==> src/rtl/asp_pkg.sv <==
package asp_pkg;
  typedef enum logic [1:0] {
    DRV_OFF    = 2'd0,
    DRV_STRONG = 2'd1,
    DRV_WEAK   = 2'd2
  } drv_e;
endpackage

==> src/rtl/asp_edges.sv <==
module asp_edges (
  input  logic clk,
  input  logic rst_n,
  input  logic cs_n,
  input  logic sclk,
  output logic cs_fall,
  output logic cs_rise,
  output logic sclk_fall
);
  logic cs_q, sclk_q;

  always_ff @(posedge clk) begin
    if (!rst_n) begin
      cs_q   <= 1'b1;
      sclk_q <= 1'b1;
    end else begin
      cs_q   <= cs_n;
      sclk_q <= sclk;
    end
  end

  assign cs_fall   = cs_q & ~cs_n;
  assign cs_rise   = ~cs_q & cs_n;
  // only count serial clock edges inside an already open frame
  assign sclk_fall = sclk_q & ~sclk & ~cs_n & ~cs_q;
endmodule

==> src/rtl/asp_seq.sv <==
module asp_seq #(
  parameter int NCH = 16,
  localparam int CHW = $clog2(NCH)
) (
  input  logic           clk,
  input  logic           rst_n,
  input  logic           ld_chan,
  input  logic [CHW-1:0] new_chan,
  input  logic           ld_mask,
  input  logic [NCH-1:0] new_mask,
  input  logic           advance,
  output logic [CHW-1:0] chan
);
  logic [NCH-1:0] mask_q;
  logic           seq_on;
  logic [CHW-1:0] next_up, first_set;

  // next enabled channel above the current one, wrapping
  always_comb begin
    logic found;
    logic [CHW-1:0] idx;
    found   = 1'b0;
    next_up = chan;
    for (int k = 1; k <= NCH; k++) begin
      idx = CHW'((int'(chan) + k) % NCH);
      if (!found && mask_q[idx]) begin
        next_up = idx;
        found   = 1'b1;
      end
    end
  end

  // lowest enabled channel of a freshly loaded mask
  always_comb begin
    logic found;
    found     = 1'b0;
    first_set = '0;
    for (int k = 0; k < NCH; k++) begin
      if (!found && new_mask[k]) begin
        first_set = CHW'(k);
        found     = 1'b1;
      end
    end
  end

  always_ff @(posedge clk) begin
    if (!rst_n) begin
      chan   <= '0;
      mask_q <= '0;
      seq_on <= 1'b0;
    end else if (ld_mask) begin
      mask_q <= new_mask;
      seq_on <= 1'b1;
      chan   <= first_set;
    end else if (ld_chan) begin
      seq_on <= 1'b0;
      chan   <= new_chan;
    end else if (advance && seq_on) begin
      chan <= next_up;
    end
  end

  AST_MASK_PICK: assert property (@(posedge clk) disable iff (!rst_n)
    ld_mask |=> (mask_q[chan] || mask_q == '0));
  AST_SEQ_IN_MASK: assert property (@(posedge clk) disable iff (!rst_n)
    (advance && seq_on && !ld_mask && !ld_chan && mask_q != '0) |=> mask_q[chan]);
  AST_CHAN_HOLD: assert property (@(posedge clk) disable iff (!rst_n)
    !(ld_mask || ld_chan || advance) |=> $stable(chan));
endmodule

==> src/rtl/adc_serial_port.sv <==
module adc_serial_port #(
  parameter int NCH    = 16,
  parameter int DW     = 12,
  parameter int CTRL_W = 12
) (
  input  logic              clk,
  input  logic              rst_n,
  input  logic              cs_n,
  input  logic              sclk,
  input  logic              din,
  input  logic [NCH*DW-1:0] ch_data,
  output logic              dout,
  output logic              dout_en,
  output logic              dout_weak,
  output logic              track
);
  import asp_pkg::*;

  localparam int CHW   = $clog2(NCH);
  localparam int FRAME = CHW + DW;
  localparam int CNTW  = $clog2(FRAME + 1);
  localparam int CB_WR   = CTRL_W - 1;
  localparam int CB_MASK = CTRL_W - 2;
  localparam int CB_WEAK = CTRL_W - 3;
  localparam int CB_CHLO = CTRL_W - 3 - CHW;
  localparam logic [CNTW-1:0] C_FRAME = CNTW'(FRAME);
  localparam logic [CNTW-1:0] C_LAST  = CNTW'(FRAME - 1);
  localparam logic [CNTW-1:0] C_CTRL  = CNTW'(CTRL_W);
  localparam logic [CNTW-1:0] C_TRK   = CNTW'(FRAME - 3);

  logic cs_fall, cs_rise, sclk_fall;
  logic [CNTW-1:0]  cnt;
  logic [FRAME-1:0] shreg;
  logic [CTRL_W-1:0] ctrl_sr;
  logic [NCH-1:0]   mask_sr;
  logic             active, in_mask, mask_pend, weak_q, track_q;
  drv_e             drv;
  logic [CHW-1:0]   chan;
  logic [DW-1:0]    res;
  logic             end_ok, ld_mask, ctrl_wr, ld_chan, advance;
  drv_e             idle_drv;

  asp_edges u_edges (
    .clk(clk), .rst_n(rst_n), .cs_n(cs_n), .sclk(sclk),
    .cs_fall(cs_fall), .cs_rise(cs_rise), .sclk_fall(sclk_fall)
  );

  assign res      = ch_data[chan*DW +: DW];
  assign end_ok   = cs_rise & active & (cnt == C_FRAME);
  assign ld_mask  = end_ok & in_mask;
  assign ctrl_wr  = end_ok & ~in_mask & ctrl_sr[CB_WR];
  assign ld_chan  = ctrl_wr & ~ctrl_sr[CB_MASK];
  assign advance  = end_ok & ~in_mask & ~ctrl_sr[CB_WR];
  assign idle_drv = weak_q ? DRV_WEAK : DRV_OFF;

  asp_seq #(.NCH(NCH)) u_seq (
    .clk(clk), .rst_n(rst_n),
    .ld_chan(ld_chan), .new_chan(ctrl_sr[CB_CHLO +: CHW]),
    .ld_mask(ld_mask), .new_mask(mask_sr),
    .advance(advance), .chan(chan)
  );

  always_ff @(posedge clk) begin
    if (!rst_n) begin
      cnt       <= '0;
      shreg     <= '0;
      ctrl_sr   <= '0;
      mask_sr   <= '0;
      active    <= 1'b0;
      in_mask   <= 1'b0;
      mask_pend <= 1'b0;
      weak_q    <= 1'b0;
      track_q   <= 1'b1;
      drv       <= DRV_OFF;
    end else if (cs_fall) begin
      // sample, hold and start driving the channel tag
      cnt     <= '0;
      shreg   <= {chan, res};
      ctrl_sr <= '0;
      active  <= 1'b1;
      in_mask <= mask_pend;
      track_q <= 1'b0;
      drv     <= DRV_STRONG;
    end else if (sclk_fall && active && cnt < C_FRAME) begin
      cnt     <= cnt + 1'b1;
      if (cnt < C_LAST) shreg <= {shreg[FRAME-2:0], 1'b0};
      if (cnt < C_CTRL) ctrl_sr <= {ctrl_sr[CTRL_W-2:0], din};
      mask_sr <= {din, mask_sr[NCH-1:1]};
      if (cnt == C_TRK && !in_mask) track_q <= 1'b1;
      if (cnt == C_LAST) drv <= idle_drv;
    end else if (cs_rise && active) begin
      active  <= 1'b0;
      in_mask <= 1'b0;
      track_q <= 1'b1;
      if (!end_ok) drv <= idle_drv;
      if (ld_mask) mask_pend <= 1'b0;
      if (ctrl_wr) begin
        weak_q <= ctrl_sr[CB_WEAK];
        if (ctrl_sr[CB_MASK]) mask_pend <= 1'b1;
      end
    end
  end

  assign dout      = (drv != DRV_OFF) ? shreg[FRAME-1] : 1'b0;
  assign dout_en   = (drv == DRV_STRONG);
  assign dout_weak = (drv == DRV_WEAK);
  assign track     = track_q;

  AST_CSFALL_HOLD: assert property (@(posedge clk) disable iff (!rst_n)
    cs_fall |=> (!track && dout_en));
  AST_CNT_RANGE: assert property (@(posedge clk) disable iff (!rst_n)
    cnt <= C_FRAME);
  AST_MASK_FRAME_HOLD: assert property (@(posedge clk) disable iff (!rst_n)
    (active && in_mask) |-> !track);
  AST_ABORT_NOWRITE: assert property (@(posedge clk) disable iff (!rst_n)
    (cs_rise && active && cnt != C_FRAME) |=> ($stable(weak_q) && $stable(mask_pend)));
  AST_WRITE_GATE: assert property (@(posedge clk) disable iff (!rst_n)
    (end_ok && !in_mask && !ctrl_sr[CB_WR]) |=> $stable(weak_q));
  AST_IDLE_SCLK: assert property (@(posedge clk) disable iff (!rst_n)
    (cs_n && $past(cs_n)) |=> $stable(cnt));
endmodule

==> config.mk <==
export PLATFORM = sky130hd
export DESIGN_NAME = adc_serial_port
export DESIGN_NICKNAME = d
export VERILOG_FILES = /design/src/rtl/asp_pkg.sv /design/src/rtl/asp_edges.sv /design/src/rtl/asp_seq.sv /design/src/rtl/adc_serial_port.sv
export SDC_FILE = /design/constraint.sdc
export NUM_CORES = 1
export LEC_CHECK = 0
export CAP_MARGIN = 40
export CORE_MARGIN = 4
export CORE_UTILIZATION = 57
export DETAILED_ROUTE_END_ITERATION = 8
export DONT_BUFFER_PORTS = 1
export GPL_TIMING_DRIVEN = 0
export PLACE_DENSITY = 0.72
export SYNTH_ARGS = -nofsm -noshare
export SYNTH_HDL_FRONTEND = slang
export SYNTH_HIERARCHICAL = 1
export SYNTH_SLANG_ARGS = --single-unit
==> constraint.sdc <==
create_clock -name clk -period 6.9 [get_ports clk]
set_input_delay 1.38 -clock clk [delete_from_list [all_inputs] [get_ports clk]]
set_output_delay 1.38 -clock clk [all_outputs]
set_load 0.05 [all_outputs]
==> run metrics, run 1 <==
synth warn=6; Routed WL=24300 µm; Final nets=1040; maximum clock frequency=196 MHz; Post-CTS Resized=0; Leak Pwr=2.59 nW; top-count cell post-synth=mux2i_1; min cycle time layout=5.10 ns; fill cell count=1125; placer congestion estimate=0.949; RSZ-0062 raised after global routing=no; r2r endpoint=u_seq/chan[2]; Yosys top cell area share=21.0%; FF-to-FF setup slack=1.80 ns; Max Cap Violations=0; commonest cells in the netlist=mux2i_1 (113), nand2_1 (107), dfxtp_1 (79), a21oi_1 (75); TritonCTS clock tree=yes; skew final=0.00789 ns; required time of the worst setup path=7.12 ns; H-tree lvl count=3; IO Pins=201; dpl hpwl=19600 µm; number of flops mapped to enable cells by yosys=0; type of origin of the critical path=flip-flop; CTS Buf Count=9; Final WS setup=1.80 ns; register area share after synthesis=21.0%; HP Start=ctrl_sr[4]; Mapped Area=0.00751 mm²; IO Port Bufs=0; hold_buf cts=0; Worst Reg-to-Reg Cells=15; DRT Pass-1 Iters=5; number of synthesized register bits=79; Mapped Nets=1027; vias in the first global route=6733; Worst Path Arrival=5.32 ns; PwrDens=131 mW/mm²; most area-consuming cells after synthesis=dfxtp_1 (21%), mux2i_1 (15%), mux4_2 (13%); Cells after Synth=818; clock transition at the registers of the reported paths=0.05 ns; DRT antenna net count=0; crit path max fanout=10; postcts setup bufs=0; first-pass GRT wire length=37000 µm; FP Rows=41; min-delay worst type=flip-flop to flip-flop; worst slack, placed=1.89 ns; Area Growth Syn to Fin=7.49%; cell taking the most area after synthesis=dfxtp_1; DIE AREA=0.0151 mm²; Die W=123 µm; Avg Cell Area, Syn=9.19 µm²; Post-synth ARST share=0%; total gr overflow=0; Slew HR=33.4%; Synth cell types=78; Worst Max-Slew Pin Slew=0.996 ns; WL/cell=24.0 µm; Final Cycle Share=73.8%; Worst Hold Depth=2; R2R Path Start=u_seq/chan[0]; Hold Path Sink=ctrl_sr[5]; antenna violations before repair=3; via count=6872; Slew Limit Fails=0; via/cell ratio=6.80; status=finished clean; Remaining DRCs=0; WS Path Type=flip-flop to flip-flop; largest net degree at the start of global routing=13; Setup TNS Final=0 ns; crit end category=flip-flop; number of DRC markers in iteration 0=639; Max IR drop VDD=0.110 mV; clock root buffer=clkbuf_16; Total GRT Usage=32.1%; clk sinks=79; clk_lat worst skew=0.34 ns; Top FF cell, synth=dfxtp_1; initial core utilization=58.8%; core box area=0.0128 mm²; ratio of cells with drive above 1 in the final layout=15.3%; Fin. Hold Viols=0; Setup-failing EPs final=0; Bufs on Longest Clock Path=2; Die H=123 µm
## kinds of logic after synthesis
family,after synthesis,share of synthesized area [%]
xor+xnor,14,1.63
fa+ha+maj,12,2.00
simple gates,259,17.2
buf+inv,76,5.65
flops,79,21.0
mux,191,35.4
compound gates,187,17.0
## worst max-delay path, cell delays in order (launching register included)
cell	delay, ns
dfxtp_1	0.42
buf_6	0.19
buf_12	0.15
buf_6	0.15
buf_2	0.30
clkinv_1	0.27
ha_1	0.44
buf_2	0.28
mux4_1	0.45
mux4_2	0.64
nand3b_2	0.37
nor4b_4	0.55
nand2_2	0.09
o31ai_1	0.27
o21ai_0	0.14
a41o_1	0.27
## layout by cell type, fill, tap and decap left out, drive strengths merged, types with 8 or more instances in the layout
master,instances
mux2i,114
nand2,109
dfxtp,79
a21oi,75
mux4,54
nor2,44
clkbuf,41
nor2b,29
buf,28
mux2,23
a22oi,22
o21ai,21
inv,20
nand3,17
nor3,12
ha,12
nand2b,8
## worst max-delay path by stage
| stage | from | end | cells after the start |
|---|---|---|---|
| after floorplan | u_seq/chan[0] | u_seq/chan[2] | 14 |
| after global placement | u_seq/chan[0] | u_seq/chan[2] | 14 |
| after detailed placement | u_seq/chan[0] | u_seq/chan[2] | 15 |
| after CTS | u_seq/chan[0] | u_seq/chan[2] | 17 |
| after global routing | u_seq/chan[0] | u_seq/chan[2] | 17 |
| final | u_seq/chan[0] | u_seq/chan[2] | 15 |
## routing by layer
layer  share of wire, %  up-vias  GRT usage [%]  wire length [µm]
met4                4.1        0           13.2               991
li1                   -     3137              -                 -
met3                6.5       61           5.53              1570
met5                  0        -              0                 0
met1                 39     3324           37.7              9370
met2                 51      350           57.7             12400
## flip-flops by register name, indices dropped and copies added, names as in the netlist
register / cells
active: 1
cnt: 5
ctrl_sr: 12
drv: 2
in_mask: 1
mask_pend: 1
mask_sr: 16
shreg: 16
track: 1
u_edges/cs_q: 1
u_edges/sclk_q: 1
u_seq/chan: 4
u_seq/mask_q: 16
u_seq/seq_on: 1
weak_q: 1
## power breakdown
| part | switching (mW) | internal (mW) | total, mW |
|---|---|---|---|
| clock | 0.179 | 0.336 | 0.516 |
| sequential | 0.00651 | 0.465 | 0.471 |
| combinational | 0.0393 | 0.0332 | 0.0724 |
## cell type report
class	instances	area, µm²	area share [%]
Inverter	22	82.6	1.02
Clock inverter	3	65.1	0.806
Multi-Input combinational cell	663	5510	68.2
Clock buffer	13	260	3.22
Tap cell	172	215	2.66
Antenna cell	3	7.51	0.0930
Sequential cell	79	1580	19.6
Timing Repair Buffer	2	15.0	0.186
Buffer	54	342	4.23
## stage by stage
stage / util (%) / power (mW) / hold slack (ns) / std cells / cell area, µm²
2_1_floorplan: - / 0.536 / 0.432 / 818 / 7510
3_3_place_gp: 60.5 / 0.550 / 0.438 / 990 / 7730
3_5_place_dp: 60.6 / 0.553 / 0.448 / 992 / 7740
4_1_cts: 63.2 / 1.06 / 0.456 / 1008 / 8070
5_1_grt: 63.2 / 1.09 / 0.482 / 1011 / 8080
6_report: 63.2 / 1.06 / 0.459 / 1011 / 8080
No activity file was read; power rests on OpenSTA's default activity.
==> run 2: changes to the inputs <==
--- a/config.mk
+++ b/config.mk
@@ -11,7 +11,7 @@
 export DETAILED_ROUTE_END_ITERATION = 8
 export DONT_BUFFER_PORTS = 1
 export GPL_TIMING_DRIVEN = 0
-export PLACE_DENSITY = 0.72
+export PLACE_DENSITY = 0.75
 export SYNTH_ARGS = -nofsm -noshare
 export SYNTH_HDL_FRONTEND = slang
 export SYNTH_HIERARCHICAL = 1
==> constraint.sdc (replaced) <==
create_clock -name clk -period 4.1 [get_ports clk]
set_input_delay 0.82 -clock clk [delete_from_list [all_inputs] [get_ports clk]]
set_output_delay 0.82 -clock clk [all_outputs]
set_load 0.05 [all_outputs]
==> run metrics, run 2 (synthesis gave the netlist of run 1 again) <==
Total GRT Usage=31.6%; min cycle time layout=3.99 ns; IO Port Bufs=0; total gr overflow=0; Hold WS=0.457 ns; hold_buf cts=0; placer congestion estimate=0.914; core box area=0.0128 mm²; Finished Layout Cells=1022; largest net degree at the start of global routing=20; crit end category=flip-flop; commonest non-fill, non-tap cell in the layout=mux2i_1; Worst Max-Slew Pin Slew=0.833 ns; Seq pwr share=42.8%; clock network fraction of total power=50.6%; DRT antenna net count=0; Metal-1 WL=9530 µm; Slew HR=44.1%; Final nets=1053; status=finished clean; maximum clock frequency=250 MHz; Leak Pwr=2.70 nW; P_sw=0.414 mW; Fin. Hold Viols=0; Sw Share=22.4%; min-delay worst type=flip-flop to flip-flop; Remaining DRCs=0; via count=7073; DRT Pass-1 Iters=7; clock root buffer=clkbuf_16; worst slack, placed=-0.709 ns; Die H=123 µm; Setup-failing EPs final=0; via/cell ratio=6.92; most frequent cells in the layout=mux2i_1 (112), nand2_1 (107), dfxtp_1 (77), a21oi_1 (75); clk sinks=79; ratio of cells with drive above 1 in the final layout=17.9%; TritonCTS clock tree=yes; PwrDens=223 mW/mm²; DR WL met3=1850 µm; dpl hpwl=18900 µm; Max IR drop VDD=0.244 mV; Slew Limit Fails=0; initial core utilization=58.8%; first-pass GRT wire length=37300 µm; placed insts=993; clk_lat worst skew=0.33 ns; Bufs on Longest Clock Path=2; Area Growth Syn to Fin=10.5%; antenna violations before repair=1; CTS Buf Count=9; combinational fraction of design power=6.6%; WS Path Type=flip-flop to flip-flop; Setup TNS Final=0 ns; Max Used Layer=met4; Routed WL=24000 µm; H-tree lvl count=3; Power, Total=1.85 mW; Die W=123 µm; number of DRC markers in iteration 0=546; RSZ-0062 raised after global routing=no; FP Rows=41; required time of the worst setup path=4.32 ns; crit path max fanout=10; Final Cycle Share=97.4%; Max Cap Violations=0; IO Pins=201; biggest regs=mask_sr (16), shreg (16), u_seq/mask_q (16); WL/cell=23.5 µm; Final WS setup=0.106 ns; Worst Path Arrival=4.22 ns; vias in the first global route=6916; DIE AREA=0.0151 mm²; clock transition at the registers of the reported paths=0.06 ns; internal power=1.44 mW; skew final=0.00612 ns; type of origin of the critical path=flip-flop; met2 wire length=11800 µm
run 2: final timing paths:
| path | from | endpoint | slack (ns) | cells after the start |
|---|---|---|---|---|
| max | u_seq/chan[1] | u_seq/chan[2] | 0.11 | 14 |
| min reg2reg | ctrl_sr[1] | ctrl_sr[2] | 0.46 | 2 |
| min | ctrl_sr[1] | ctrl_sr[2] | 0.46 | 2 |
| max reg2reg | u_seq/chan[1] | u_seq/chan[2] | 0.11 | 14 |
run 2: stage by stage:
step,utilization [%],area [µm²]
2_1_floorplan,-,7520
3_3_place_gp,60.5,7730
3_5_place_dp,60.7,7750
4_1_cts,63.9,8160
5_1_grt,65.0,8310
6_report,65.0,8310
run 2: cell type report:
type                            instances  area (µm²)
Multi-Input combinational cell        663        5560
Fill cell                            1018        4470
Sequential cell                        79        1590
Buffer                                 53         369
Clock buffer                           10         229
Tap cell                              172         215
Timing Repair Buffer                   16         133
Clock inverter                          6         115
Inverter                               22        92.6
Antenna cell                            1        2.50
run 2: repair_timing:
action                                  4_1_cts  5_1_grt
gates cloned                                  0        0
pin swaps                                     1        4
endpoints found under the setup margin        4        4
buffers inserted                              2       11
hold endpoints to repair                      0        0
gates resized for setup                      13       11
run 2: metal layers:
layer / vias up / track usage (%)
met5: - / 0
met4: 0 / 11.4
met3: 64 / 5.58
met2: 424 / 53.6
met1: 3431 / 40.2
li1: 3154 / -
run 2: critical path: stages (launching register included):
cell,delay (ns)
dfxtp_2,0.45
buf_6,0.20
clkinv_4,0.15
ha_4,0.32
buf_4,0.19
mux4_1,0.29
mux2_2,0.35
mux2_4,0.33
or3b_4,0.44
buf_12,0.15
or3_4,0.33
a221oi_2,0.19
a31oi_1,0.07
a21o_1,0.22
a41o_1,0.21
run 2: power groups by stage:
stage                     clock network, mW  logic, mW  registers, mW
after floorplan                           0     0.0952          0.807
after global placement                    0      0.116          0.809
after detailed placement                  0      0.120          0.810
after CTS                             0.939      0.121          0.793
after global routing                  0.975      0.133          0.793
final                                 0.937      0.121          0.792
==> run 3: changes to the inputs <==
==> constraint.sdc (replaced) <==
create_clock -name clk -period 4.1 [get_ports clk]
set_input_delay 0.82 -clock clk [delete_from_list [all_inputs] [get_ports clk]]
set_output_delay 0.82 -clock clk [all_outputs]
set_load 0.01 [all_outputs]
==> run metrics, run 3 (synthesis gave the netlist of run 1 again) <==
Bufs on Longest Clock Path=2; DIE AREA=0.0151 mm²; clk sinks=79; Die W=123 µm; skew final=0.00999 ns; number of DRC markers in iteration 0=683; vias in the first global route=6838; DRT antenna net count=0; maximum clock frequency=253 MHz; required time of the worst setup path=4.32 ns; status=finished clean; placed insts=991; via count=7025; IO Port Bufs=0; commonest non-fill, non-tap cell in the layout=mux2i_1; first-pass GRT wire length=37000 µm; clock transition at the registers of the reported paths=0.07 ns; TritonCTS clock tree=yes; Max Cap Violations=0; placer congestion estimate=0.914; DRT Pass-1 Iters=5; crit path max fanout=10; H-tree lvl count=3; Max IR drop VDD=0.232 mV; min-delay worst type=flip-flop to flip-flop; Routed WL=23800 µm; Worst Path Arrival=4.17 ns; Final Cycle Share=96.4%; Fin. Hold Viols=0; Leak Pwr=2.69 nW; PwrDens=222 mW/mm²; WS Path Type=flip-flop to flip-flop; Setup-failing EPs final=0; Total GRT Usage=31.0%; crit end category=flip-flop; Setup TNS Final=0 ns; antenna violations before repair=1; IO Pins=201; core box area=0.0128 mm²; via/cell ratio=6.87; Area Growth Syn to Fin=10.2%; Finished Layout Cells=1023; dpl hpwl=18800 µm; type of origin of the critical path=flip-flop; CTS Buf Count=9; biggest regs=mask_sr (16), shreg (16), u_seq/mask_q (16); ratio of cells with drive above 1 in the final layout=18.0%; initial core utilization=58.8%; clk_lat worst skew=0.33 ns; Power, Total=1.84 mW; RSZ-0062 raised after global routing=no; WL/cell=23.3 µm; Worst Max-Slew Pin Slew=0.823 ns; clock root buffer=clkbuf_16; total gr overflow=0; most frequent cells in the layout=mux2i_1 (112), nand2_1 (107), dfxtp_1 (77), a21oi_1 (75), mux4_2 (45); min cycle time layout=3.95 ns; largest net degree at the start of global routing=20; Slew Limit Fails=0; Hold WS=0.456 ns; FP Rows=41; Final nets=1054; Remaining DRCs=0; Slew HR=44.7%; Die H=123 µm
run 3: cell count changes in the layout (fill, tap and decap cells not counted), sizes merged:
cell,before,now
buf,41,42
clkinv,2,1
inv,22,23
run 3: per-stage QoR:
stage | area, µm² | worst slack, ns | utilization [%]
2_1_floorplan | 7520 | 0.0386 | -
3_3_place_gp | 7730 | -0.614 | 60.5
3_5_place_dp | 7740 | -0.677 | 60.6
4_1_cts | 8160 | 0.00217 | 63.8
5_1_grt | 8280 | 0.000743 | 64.8
6_report | 8280 | 0.147 | 64.8
run 3: final cells by class:
type / instances / area, µm²
Multi-Input combinational cell: 663 / 5550
Clock inverter: 6 / 115
Buffer: 53 / 365
Sequential cell: 79 / 1580
Tap cell: 172 / 215
Clock buffer: 10 / 229
Timing Repair Buffer: 17 / 128
Antenna cell: 1 / 2.50
Inverter: 22 / 90.1
Fill cell: 1022 / 4490
run 3: per-layer routing:
metal  track usage, %  vias to the layer above  routed length (µm)
li1                 -                     3168                   -
met1             39.8                     3393                9630
met2             53.8                      411               11800
met3             5.30                       53                1810
met4             8.33                        0                 584
met5                0                        -                   0
run 3: what timing repair did:
action / in CTS / in global routing
hold buffers: 0 / 0
endpoints found under the setup margin: 4 / 4
buffers inserted: 3 / 13
pin swaps: 1 / 1
gates resized for setup: 12 / 10
run 3: power by group:
group	switching (mW)	total, mW	internal (mW)
registers	0.00885	0.791	0.782
logic	0.0621	0.117	0.0549
clock network	0.332	0.932	0.600
total	0.403	1.84	1.44
run 3: critical path, cell delays in order, from the launching register on:
cell and delay (ns):
dfxtp_2 0.37, buf_8 0.15, buf_12 0.15, buf_16 0.13, clkinv_4 0.08, ha_4 0.29, mux4_1 0.53, mux2_4 0.31
mux2_4 0.31, or3b_4 0.46, nor4b_4 0.21, buf_4 0.18, buf_4 0.12, a31oi_1 0.09, o21ai_1 0.14, a21oi_1 0.07
a22o_1 0.23
run 3: final timing paths:
kind                      start             to  slack, ns  depth (start not counted)
hold / removal       ctrl_sr[1]     ctrl_sr[2]       0.46                          2
setup / recovery  u_seq/chan[0]  u_seq/chan[1]       0.15                         16
setup reg to reg  u_seq/chan[0]  u_seq/chan[1]       0.15                         16
hold reg to reg      ctrl_sr[1]     ctrl_sr[2]       0.46                          2
